### src/rtl/mqd_pkg.sv
package mqd_pkg;

    typedef enum logic [1:0] {
        ST_OK      = 2'd0,
        ST_LQ_FULL = 2'd1,
        ST_SQ_FULL = 2'd2
    } disp_status_e;

    localparam int unsigned NUM_EDGES = 3;
    localparam int unsigned EDGE_LD   = 0;
    localparam int unsigned EDGE_ST   = 1;
    localparam int unsigned EDGE_LB   = 2;

    typedef struct packed {
        logic is_mem;
        logic uses_lq;
        logic uses_sq;
        logic ld_bar;
        logic plain_ld;
    } op_class_t;

    function automatic op_class_t classify(input logic ld, input logic st, input logic fx);
        op_class_t c;
        c.is_mem   = ld | st;
        c.uses_lq  = ld;
        c.uses_sq  = st;
        c.ld_bar   = ld & fx;
        c.plain_ld = ld & ~st & ~fx;
        return c;
    endfunction

endpackage

### src/rtl/mqd_occupancy.sv
module mqd_occupancy #(
    parameter int unsigned DEPTH = 4,
    parameter int unsigned CNT_W = 4
) (
    input  logic             clk,
    input  logic             rst,
    input  logic             alloc,
    input  logic             free,
    output logic [CNT_W-1:0] used,
    output logic             full,
    output logic             empty
);
    localparam logic [CNT_W-1:0] CNT_MAX = {CNT_W{1'b1}};

    logic do_inc, do_dec, at_cap;

    generate
        if (DEPTH == 0) begin : g_unbounded
            assign full   = 1'b0;
            assign at_cap = (used == CNT_MAX);
        end else begin : g_bounded
            localparam logic [CNT_W-1:0] LIMIT = CNT_W'(DEPTH);
            assign full   = (used == LIMIT);
            assign at_cap = full;
        end
    endgenerate

    assign empty  = (used == '0);
    assign do_inc = alloc & ~at_cap;
    assign do_dec = free & ~empty;

    always_ff @(posedge clk) begin
        if (rst) begin
            used <= '0;
        end else if (do_inc && !do_dec) begin
            used <= used + 1'b1;
        end else if (do_dec && !do_inc) begin
            used <= used - 1'b1;
        end
    end
endmodule

### src/rtl/mqd_gid_alloc.sv
module mqd_gid_alloc #(
    parameter int unsigned GID_W = 6
) (
    input  logic             clk,
    input  logic             rst,
    input  logic             bump,
    output logic [GID_W-1:0] next_gid
);
    localparam logic [GID_W-1:0] GID_FIRST = GID_W'(1);
    localparam logic [GID_W-1:0] GID_LAST  = {GID_W{1'b1}};

    always_ff @(posedge clk) begin
        if (rst) begin
            next_gid <= GID_FIRST;
        end else if (bump) begin
            next_gid <= (next_gid == GID_LAST) ? GID_FIRST : next_gid + 1'b1;
        end
    end
endmodule

### src/rtl/mqd_order_rules.sv
module mqd_order_rules
    import mqd_pkg::*;
#(
    parameter int unsigned GID_W    = 6,
    parameter bit          NO_ALIAS = 1'b0,
    localparam int unsigned EW      = NUM_EDGES * GID_W
) (
    input  logic                 clk,
    input  logic                 rst,
    input  op_class_t            cls,
    input  logic                 accept,
    input  logic [GID_W-1:0]     next_gid,
    input  logic                 exe_valid,
    input  logic [GID_W-1:0]     exe_gid,
    output logic [GID_W-1:0]     gid,
    output logic                 new_grp,
    output logic [NUM_EDGES-1:0] edge_valid,
    output logic [EW-1:0]        edge_src
);
    typedef struct packed {
        logic             vld;
        logic [GID_W-1:0] id;
    } grp_ref_t;

    grp_ref_t cur_ld, cur_st, cur_lb;
    logic     ld_open;

    logic join_grp, e_ld, e_st_raw, e_st, e_lb;

    always_comb begin
        join_grp = cls.plain_ld & ld_open & cur_ld.vld;
        e_ld     = ~join_grp & cur_ld.vld & (cls.uses_sq | cls.ld_bar);
        e_st_raw = ~join_grp & cur_st.vld & (cls.uses_sq | (cls.uses_lq & ~NO_ALIAS));
        e_st     = e_st_raw & ~(e_ld && (cur_st.id == cur_ld.id));
        e_lb     = ~join_grp & cur_lb.vld & cls.uses_lq
                   & ~(e_ld && (cur_lb.id == cur_ld.id))
                   & ~(e_st_raw && (cur_lb.id == cur_st.id));
        gid      = join_grp ? cur_ld.id : next_gid;
        new_grp  = ~join_grp;

        edge_valid                      = '0;
        edge_valid[EDGE_LD]             = accept & e_ld;
        edge_valid[EDGE_ST]             = accept & e_st;
        edge_valid[EDGE_LB]             = accept & e_lb;
        edge_src                        = '0;
        edge_src[EDGE_LD*GID_W +: GID_W] = cur_ld.id;
        edge_src[EDGE_ST*GID_W +: GID_W] = cur_st.id;
        edge_src[EDGE_LB*GID_W +: GID_W] = cur_lb.id;
    end

    always_ff @(posedge clk) begin
        if (rst) begin
            cur_ld  <= '0;
            cur_st  <= '0;
            cur_lb  <= '0;
            ld_open <= 1'b0;
        end else begin
            if (exe_valid) begin
                if (cur_ld.vld && cur_ld.id == exe_gid) cur_ld.vld <= 1'b0;
                if (cur_st.vld && cur_st.id == exe_gid) cur_st.vld <= 1'b0;
                if (cur_lb.vld && cur_lb.id == exe_gid) cur_lb.vld <= 1'b0;
            end
            if (accept) begin
                if (cls.uses_sq) begin
                    cur_st <= '{vld: 1'b1, id: gid};
                    if (!NO_ALIAS) ld_open <= 1'b0;
                end
                if (cls.uses_lq) begin
                    cur_ld  <= '{vld: 1'b1, id: gid};
                    ld_open <= cls.plain_ld;
                end
                if (cls.ld_bar) begin
                    cur_lb <= '{vld: 1'b1, id: gid};
                end
            end
        end
    end
endmodule

### src/rtl/memq_dispatch.sv
module memq_dispatch
    import mqd_pkg::*;
#(
    parameter int unsigned LQ_DEPTH = 4,
    parameter int unsigned SQ_DEPTH = 3,
    parameter int unsigned CNT_W    = 4,
    parameter int unsigned GID_W    = 6,
    parameter bit          NO_ALIAS = 1'b0
) (
    input  logic                     clk,
    input  logic                     rst,
    input  logic                     op_valid,
    input  logic                     op_ld,
    input  logic                     op_st,
    input  logic                     op_fx,
    input  logic                     ld_retire,
    input  logic                     st_commit,
    input  logic                     exe_valid,
    input  logic [GID_W-1:0]         exe_gid,
    output logic [1:0]               status,
    output logic                     accept,
    output logic [GID_W-1:0]         gid,
    output logic [2:0]               edge_valid,
    output logic [3*GID_W-1:0]       edge_src,
    output logic [CNT_W-1:0]         lq_used,
    output logic [CNT_W-1:0]         sq_used,
    output logic                     lq_full,
    output logic                     sq_full,
    output logic                     lq_empty,
    output logic                     sq_empty
);
    op_class_t        cls;
    disp_status_e     stat;
    logic [GID_W-1:0] next_gid, rule_gid;
    logic             new_grp;

    assign cls = classify(op_ld, op_st, op_fx);

    always_comb begin
        stat = ST_OK;
        if (op_valid && cls.uses_lq && lq_full)      stat = ST_LQ_FULL;
        else if (op_valid && cls.uses_sq && sq_full) stat = ST_SQ_FULL;
    end

    assign status = stat;
    assign accept = op_valid & cls.is_mem & (stat == ST_OK);
    assign gid    = cls.is_mem ? rule_gid : '0;

    mqd_occupancy #(.DEPTH(LQ_DEPTH), .CNT_W(CNT_W)) u_lq (
        .clk(clk), .rst(rst), .alloc(accept & cls.uses_lq), .free(ld_retire),
        .used(lq_used), .full(lq_full), .empty(lq_empty)
    );

    mqd_occupancy #(.DEPTH(SQ_DEPTH), .CNT_W(CNT_W)) u_sq (
        .clk(clk), .rst(rst), .alloc(accept & cls.uses_sq), .free(st_commit),
        .used(sq_used), .full(sq_full), .empty(sq_empty)
    );

    mqd_gid_alloc #(.GID_W(GID_W)) u_gid (
        .clk(clk), .rst(rst), .bump(accept & new_grp), .next_gid(next_gid)
    );

    mqd_order_rules #(.GID_W(GID_W), .NO_ALIAS(NO_ALIAS)) u_rules (
        .clk(clk), .rst(rst), .cls(cls), .accept(accept), .next_gid(next_gid),
        .exe_valid(exe_valid), .exe_gid(exe_gid), .gid(rule_gid), .new_grp(new_grp),
        .edge_valid(edge_valid), .edge_src(edge_src)
    );
endmodule

### config.mk
export PLATFORM = sky130hd
export DESIGN_NAME = memq_dispatch
export DESIGN_NICKNAME = d
export VERILOG_FILES = /design/src/rtl/mqd_pkg.sv /design/src/rtl/mqd_occupancy.sv /design/src/rtl/mqd_gid_alloc.sv /design/src/rtl/mqd_order_rules.sv /design/src/rtl/memq_dispatch.sv
export SDC_FILE = /design/constraint.sdc
export NUM_CORES = 1
export LEC_CHECK = 0
export CAP_MARGIN = 20
export CORE_MARGIN = 8
export CORE_UTILIZATION = 51
export DETAILED_ROUTE_END_ITERATION = 8
export PLACE_DENSITY = 0.79
export SYNTH_ARGS = -nofsm -noshare
export SYNTH_HDL_FRONTEND = slang
export SYNTH_SLANG_ARGS = --single-unit
### constraint.sdc
create_clock -name clk -period 3.9 [get_ports clk]
set_clock_uncertainty 0.1 [all_clocks]
set_input_delay 0.585 -clock clk [delete_from_list [all_inputs] [get_ports clk]]
set_output_delay 0.585 -clock clk [all_outputs]
set_load 0.02 [all_outputs]
---- After elaboration in Yosys (flattened, before gate mapping) ----
Index checks and enable logic that the tools add are counted.
W data, S select, Z words.
cells by class
  add/subtract/negate cells ............... 5
  multiplexer cells ....................... 23
  reduce and logical (&&, ||, !) cells .... 28
  bitwise gates (word level) .............. 38
  equality and inequality tests ........... 9
operators with widths
  cell                   count
  $mux W7                6
  $eq A6 B6 Y1           6
  $and A1 B1 Y1          26
  $mux W6                3
  $mux W4                4
  $logic_and A1 B1 Y1    14
  $not A1 Y1             10
  $add A4 B1 Y4 const B  2
  $logic_not A4 Y1       2
  $mux W1                8
  $reduce_and A2 Y1      4
  $sub A4 B1 Y4 const B  2
  $add A6 B1 Y6 const B  1
  $eq A6 B6 Y1 const B   1
  $reduce_bool A2 Y1     3
  $eq A4 B2 Y1 const B   1
  $eq A4 B3 Y1 const B   1
  $logic_not A1 Y1       4
  $mux W2                2
  $logic_not A2 Y1       1
  $or A1 B1 Y1           2
storage, ports and cells
  input port bits ......................... 15
  output and inout bits ................... 42
  word-level logic and storage cells ...... 113
  register bits after elaboration ......... 36

---- Longest topological paths before layout ----
  depth in word-level cells ............... 13
  gate-level depth with buffers ........... 11

---- Modules after synthesis ----
From an unflattened synthesis, not the netlist that was laid out.
second synthesis, totals
  cell total of the unflattened synthesis .. 283
  area total of the unflattened synthesis .. 2477.4 µm²
by module, submodules not included
  module                 area an instance (µm²)  instances  cells an instance
  mqd_order_rules        1485.2                  1          172
  mqd_occupancy at u_lq  290.3                   1          30
  mqd_occupancy at u_sq  290.3                   1          31
  mqd_gid_alloc          277.8                   1          31
  memq_dispatch          133.9                   1          19

---- Worst setup path after synthesis ----
No wires, ideal clock.
  kind .................................... reg2reg
  start ................................... register u_lq.used[0]
  end ..................................... register u_sq.used[3]
  buffers on the path ..................... 1
  data arrival time ....................... 2.858 ns
  required time ........................... 3.679 ns
  cell stages (with the launch flop) ...... 12
  clock period less this slack ............ 3.079 ns
  path slack .............................. 0.821 ns
  cells stage by stage .................... dfxtp_1 -> or4b_4 -> clkinv_4 -> a2111oi_4 -> buf_6 -> ha_1 -> inv_1 -> ha_1 -> a21o_1 -> a21oi_1 -> mux2i_1 -> mux2_2
between the ends
  longest elaborated chain between the ends .. 10
  elaborated cells between the ends (all ways) .. 12
ends and longest elaborated chain
  element                              line                 RTL
  from (decl)                          mqd_occupancy.sv:9   output logic [CNT_W-1:0] used,
  from (signal assigned)               mqd_occupancy.sv:36  used <= used + 1'b1;
  from (signal assigned)               mqd_occupancy.sv:38  used <= used - 1'b1;
  $eq A4 B3 Y1 (*)                     mqd_occupancy.sv:23  assign full = (used == LIMIT);
  via lq_full                          memq_dispatch.sv:27  output logic lq_full,
  $logic_and A1 B1 Y1 (*)              memq_dispatch.sv:41  if (op_valid && cls.uses_lq && lq_full) stat = ST_LQ_FULL;
  $mux W2 (*)                          memq_dispatch.sv:41
  $logic_not A2 Y1 (*)                 memq_dispatch.sv:46  assign accept = op_valid & cls.is_mem & (stat == ST_OK);
  $and A1 B1 Y1 (*)                    memq_dispatch.sv:46
  $and A1 B1 Y1 (*)                    memq_dispatch.sv:55  .clk(clk), .rst(rst), .alloc(accept & cls.uses_sq), .free(st_commit),
  $and A1 B1 Y1 (*)                    mqd_occupancy.sv:29  assign do_inc = alloc & ~at_cap;
  $logic_not A1 Y1                     mqd_occupancy.sv:37  end else if (do_dec && !do_inc) begin
  $logic_and A1 B1 Y1                  mqd_occupancy.sv:37
  $reduce_bool A2 Y1 (no source line)  -
  to (signal assigned)                 mqd_occupancy.sv:36
  to (signal assigned)                 mqd_occupancy.sv:38
  to (decl)                            mqd_occupancy.sv:9
Mark *: on every way through the listed nets, which the timed path passes. The rest lies on a longest branch.
A chain may end at the register's enable or synchronous reset.

---- Worst setup path in the final report ----
  start ................................... input op_st
  end ..................................... output gid[0]
between the ends
  longest elaborated chain between the ends .. 7
  elaborated cells between the ends (all ways) .. 8
ends and longest elaborated chain
  element                      line                   RTL
  from (decl)                  memq_dispatch.sv:14    input logic op_st,
  $not A1 Y1                   mqd_pkg.sv:28          c.plain_ld = ld & ~st & ~fx;
  $and A1 B1 Y1 (2 in series)  mqd_pkg.sv:28
  $and A1 B1 Y1 (2 in series)  mqd_order_rules.sv:31  join_grp = cls.plain_ld & ld_open & cur_ld.vld;
  $mux W6                      mqd_order_rules.sv:38  gid = join_grp ? cur_ld.id : next_gid;
  $mux W6 (*)                  memq_dispatch.sv:47    assign gid = cls.is_mem ? rule_gid : '0;
  to (decl)                    memq_dispatch.sv:22    output logic [GID_W-1:0] gid,
Mark *: on every way between the ends. The rest lies on a longest branch, timed or not.

==> out/summary.txt <==
status = completed
final worst slack = 0.208 ns
cts bufs inserted = 5
Synth Register Bits = 36
Compound-Gate Fraction of Synth Area = 19.0%
hold slack = 0.372 ns
starting density of the core = 51.5%
Worst path slowest cell = clkdlybuf4s50_1
DRC violations left = 0
crit path capture type = output port
Antenna Diode Count = 0
GRT Resource Usage Total = 17.8%
register share of total power = 33.7%
hold buffers post-CTS = 0
sw power = 0.612 mW
crit path time final = 3.69 ns
Net Sw Frac = 39.3%
Core Region = 4980 sq um
crit-path cells = clkdlybuf4s50_1 -> nor3b_2 -> and3_1 -> mux2i_1 -> nor2_1 -> clkdlybuf4s50_1
maximum capacitance violations = 0
Setup WS pre-CTS = 0.250 ns
PostCTS Resize Cnt = 0
number of global-route vias before repair = 2207
clock share of power = 17.5%
DIE AREA = 7550 sq um
Root Buffer Master = clkbuf_8
post-CTS setup buffer count = 0
worst stage delay on the critical path = 0.58 ns
DRT Pass-1 Iters = 4
fin. max-slew vios = 0
Synth Area in Adders = 4.98%
crit path to = gid[0]
critical path launch point = op_st
total nets after synthesis = 308
setup TNS = 0 ns
leakage power = 1.15 nW
unrepaired setup endpoints after global routing = no
Die Wd = 86.9 um
CTS tree = built
yosys synthesis warning count = 0
EDFF count, synth = 0
syn avg cell area = 9.03 sq um
antenna violations before repair = 0
design area = 3150 sq um
Final Cycle Share = 94.7%
clock latency on the worst-skew pair = 0.29 ns
clock tree buffer depth = 2
Top Ports = 57
Util after Layout = 63.2%
pwr dens = 495 nW/um^2
gpl congestion = 0.897
largest net degree at the start of global routing = 26
Reg clk slew, reported paths = 0.07 ns
Setup Crit Path Kind = input pin to output port
Worst Path Required = 3.21 ns
Slew @ Worst Pin = 0.979 ns
worst flop-to-flop path startpoint = u_lq.used[0]
port bufs = 56
Nets = 347
per-cell routed wire length = 16.8 um
reg2reg setup slack = 0.78 ns
Die H = 86.9 um
xor/xnor cell area share of the yosys netlist = 13.7%
peak supply drop = 0.414 mV
GR Overflow Total = 0
Relative slew margins = 34.5%
Iter 0 DRT Violations = 114
Simple-Gate Fraction of Synth Area = 17.7%
register area share after synthesis = 28.1%
share of flip-flops with an asynchronous set or reset = 0%
via/cell ratio = 5.73
library cells used by synthesis = 49
first-pass GRT wire length = 10800 um
Worst R2R Path Depth = 10
Cell Area, Synth = 2560 sq um
Most common cell on crit path = clkdlybuf4s50_1
Final ANT Viol Nets = 0
fill cell count = 444
DP Area = 3060 sq um
count of final setup violators = 0
area grow syn2layout = 22.7%
Row Count = 26
critical path fanouts, max = 14
main flop type after synthesis = dfxtp_1
final wirelength = 6600 um
CTS H-Tree Depth = 2
DP HPWL = 4940 um
via count = 2259
Gate power share = 48.8%
post-synthesis mux area share = 5.80%
Hold Path Class = register to register
Clock Sinks = 36
nature of the critical path startpoint = input pin
largest family of logic cells by synthesized area = compound AO/OA/AOI/OAI gates
Final Hold Fails = 0
reg2reg end = u_lq.used[3]
layout cells sized above 1 = 13.0%
CP arrival = 3.01 ns
Highest Clock Rate = 0.271 GHz
internal power = 0.947 mW
Mapped Cells = 284
-- cell families (layout without fill, tap and decap cells) --
family          after synthesis  in the layout
xor+xnor                     40             40
flops                        36             36
compound gates               61             61
mux                          14             14
fa+ha+maj                     9              9
buf+inv                      43             83
simple gates                 81             81
-- per-layer routing --
metal  track usage, %  vias up  share of wire (%)
li1                 -     1077                  -
met5                0        -                  0
met2             31.3       73                 50
met4             7.04        0                1.5
met3             4.06       10                6.1
met1             20.2     1099                 42
-- critical path, delay by kind of cell --
family / cells / cell delay [ns]
buffers and inverters: 2 / 1.13
muxes: 1 / 0.35
and+or+nand+nor: 3 / 0.94
-- cell usage in the layout (no fill, tap or decap), types with 3 or more instances in the layout --
cell              n
a211oi_1          4
a21o_1            3
a21oi_1          22
a311oi_1          4
a311oi_2          3
buf_4            10
clkbuf_8          6
clkdlybuf4s50_1  56
dfxtp_1          36
ha_1              7
inv_1             5
mux2_2            3
mux2i_1          10
nand2_1           6
nand3_1          12
nand4_1           8
nor2_1           32
nor2b_1           4
nor4_1            6
o21ai_0           8
o41ai_1           4
xnor2_1          24
xor2_1           16
-- cell usage after synthesis (4+ instances only) --
| library cell | n | share of area, % |
|---|---|---|
| dfxtp_1 | 36 | 28 |
| nor2_1 | 32 | 4.7 |
| xnor2_1 | 24 | 8.2 |
| a21oi_1 | 22 | 4.3 |
| buf_4 | 20 | 5.9 |
| xor2_1 | 16 | 5.5 |
| nand3_1 | 12 | 2.3 |
| clkbuf_1 | 10 | 1.5 |
| mux2i_1 | 10 | 3.9 |
| nand4_1 | 8 | 2.0 |
| o21ai_0 | 8 | 1.6 |
| ha_1 | 7 | 3.4 |
| nand2_1 | 6 | 0.88 |
| nor4_1 | 6 | 1.5 |
| inv_1 | 5 | 0.73 |
| a211oi_1 | 4 | 1.2 |
| a311oi_1 | 4 | 1.4 |
| buf_6 | 4 | 1.8 |
| nor2b_1 | 4 | 0.98 |
| o41ai_1 | 4 | 1.4 |
-- cell type report --
| type | instances | area, sq um | share of cell area, % |
|---|---|---|---|
| Inverter | 9 | 43.8 | 1.39 |
| Sequential cell | 36 | 721 | 22.9 |
| Multi-Input combinational cell | 205 | 1570 | 49.8 |
| Timing Repair Buffer | 66 | 636 | 20.2 |
| Tap cell | 70 | 87.6 | 2.78 |
| Clock buffer | 6 | 82.6 | 2.62 |
| Clock inverter | 2 | 10.0 | 0.318 |
-- registers in the layout (all words and copies together) (netlist names) --
register	flops
u_rules.ld_open	1
u_gid.next_gid	6
u_rules.cur_ld	1
u_rules.edge_src	18
u_rules.cur_st	1
u_sq.used	4
u_rules.cur_lb	1
u_lq.used	4
-- how the worst min path moves through the flow --
stage | startpoint | end | slack (ns) | cells after the start
3_5_place_dp | u_rules.cur_st[6] | u_rules.cur_st[6] | 0.36 | 2
3_3_place_gp | u_rules.cur_lb[6] | u_rules.cur_lb[6] | 0.37 | 2
5_1_grt | u_rules.cur_lb[6] | u_rules.cur_lb[6] | 0.39 | 2
6_report | u_rules.cur_lb[6] | u_rules.cur_lb[6] | 0.37 | 2
4_1_cts | u_rules.cur_st[6] | u_rules.cur_st[6] | 0.37 | 2
2_1_floorplan | u_rules.cur_lb[6] | u_rules.cur_lb[6] | 0.34 | 2
-- power groups by stage --
stage	Combinational (mW)	Clock, mW	Sequential, mW
2_1_floorplan	0.502	0	0.550
3_3_place_gp	0.744	0	0.534
3_5_place_dp	0.765	0	0.533
4_1_cts	0.771	0.277	0.525
5_1_grt	0.834	0.297	0.537
6_report	0.761	0.273	0.525
-- stage by stage --
stage / std cells / power, mW
after CTS: 394 / 1.57
after global routing: 394 / 1.67
final: 394 / 1.56
after global placement: 386 / 1.28
after floorplan: 284 / 1.05
after detailed placement: 386 / 1.30
No activity file was read; power rests on OpenSTA's default activity.
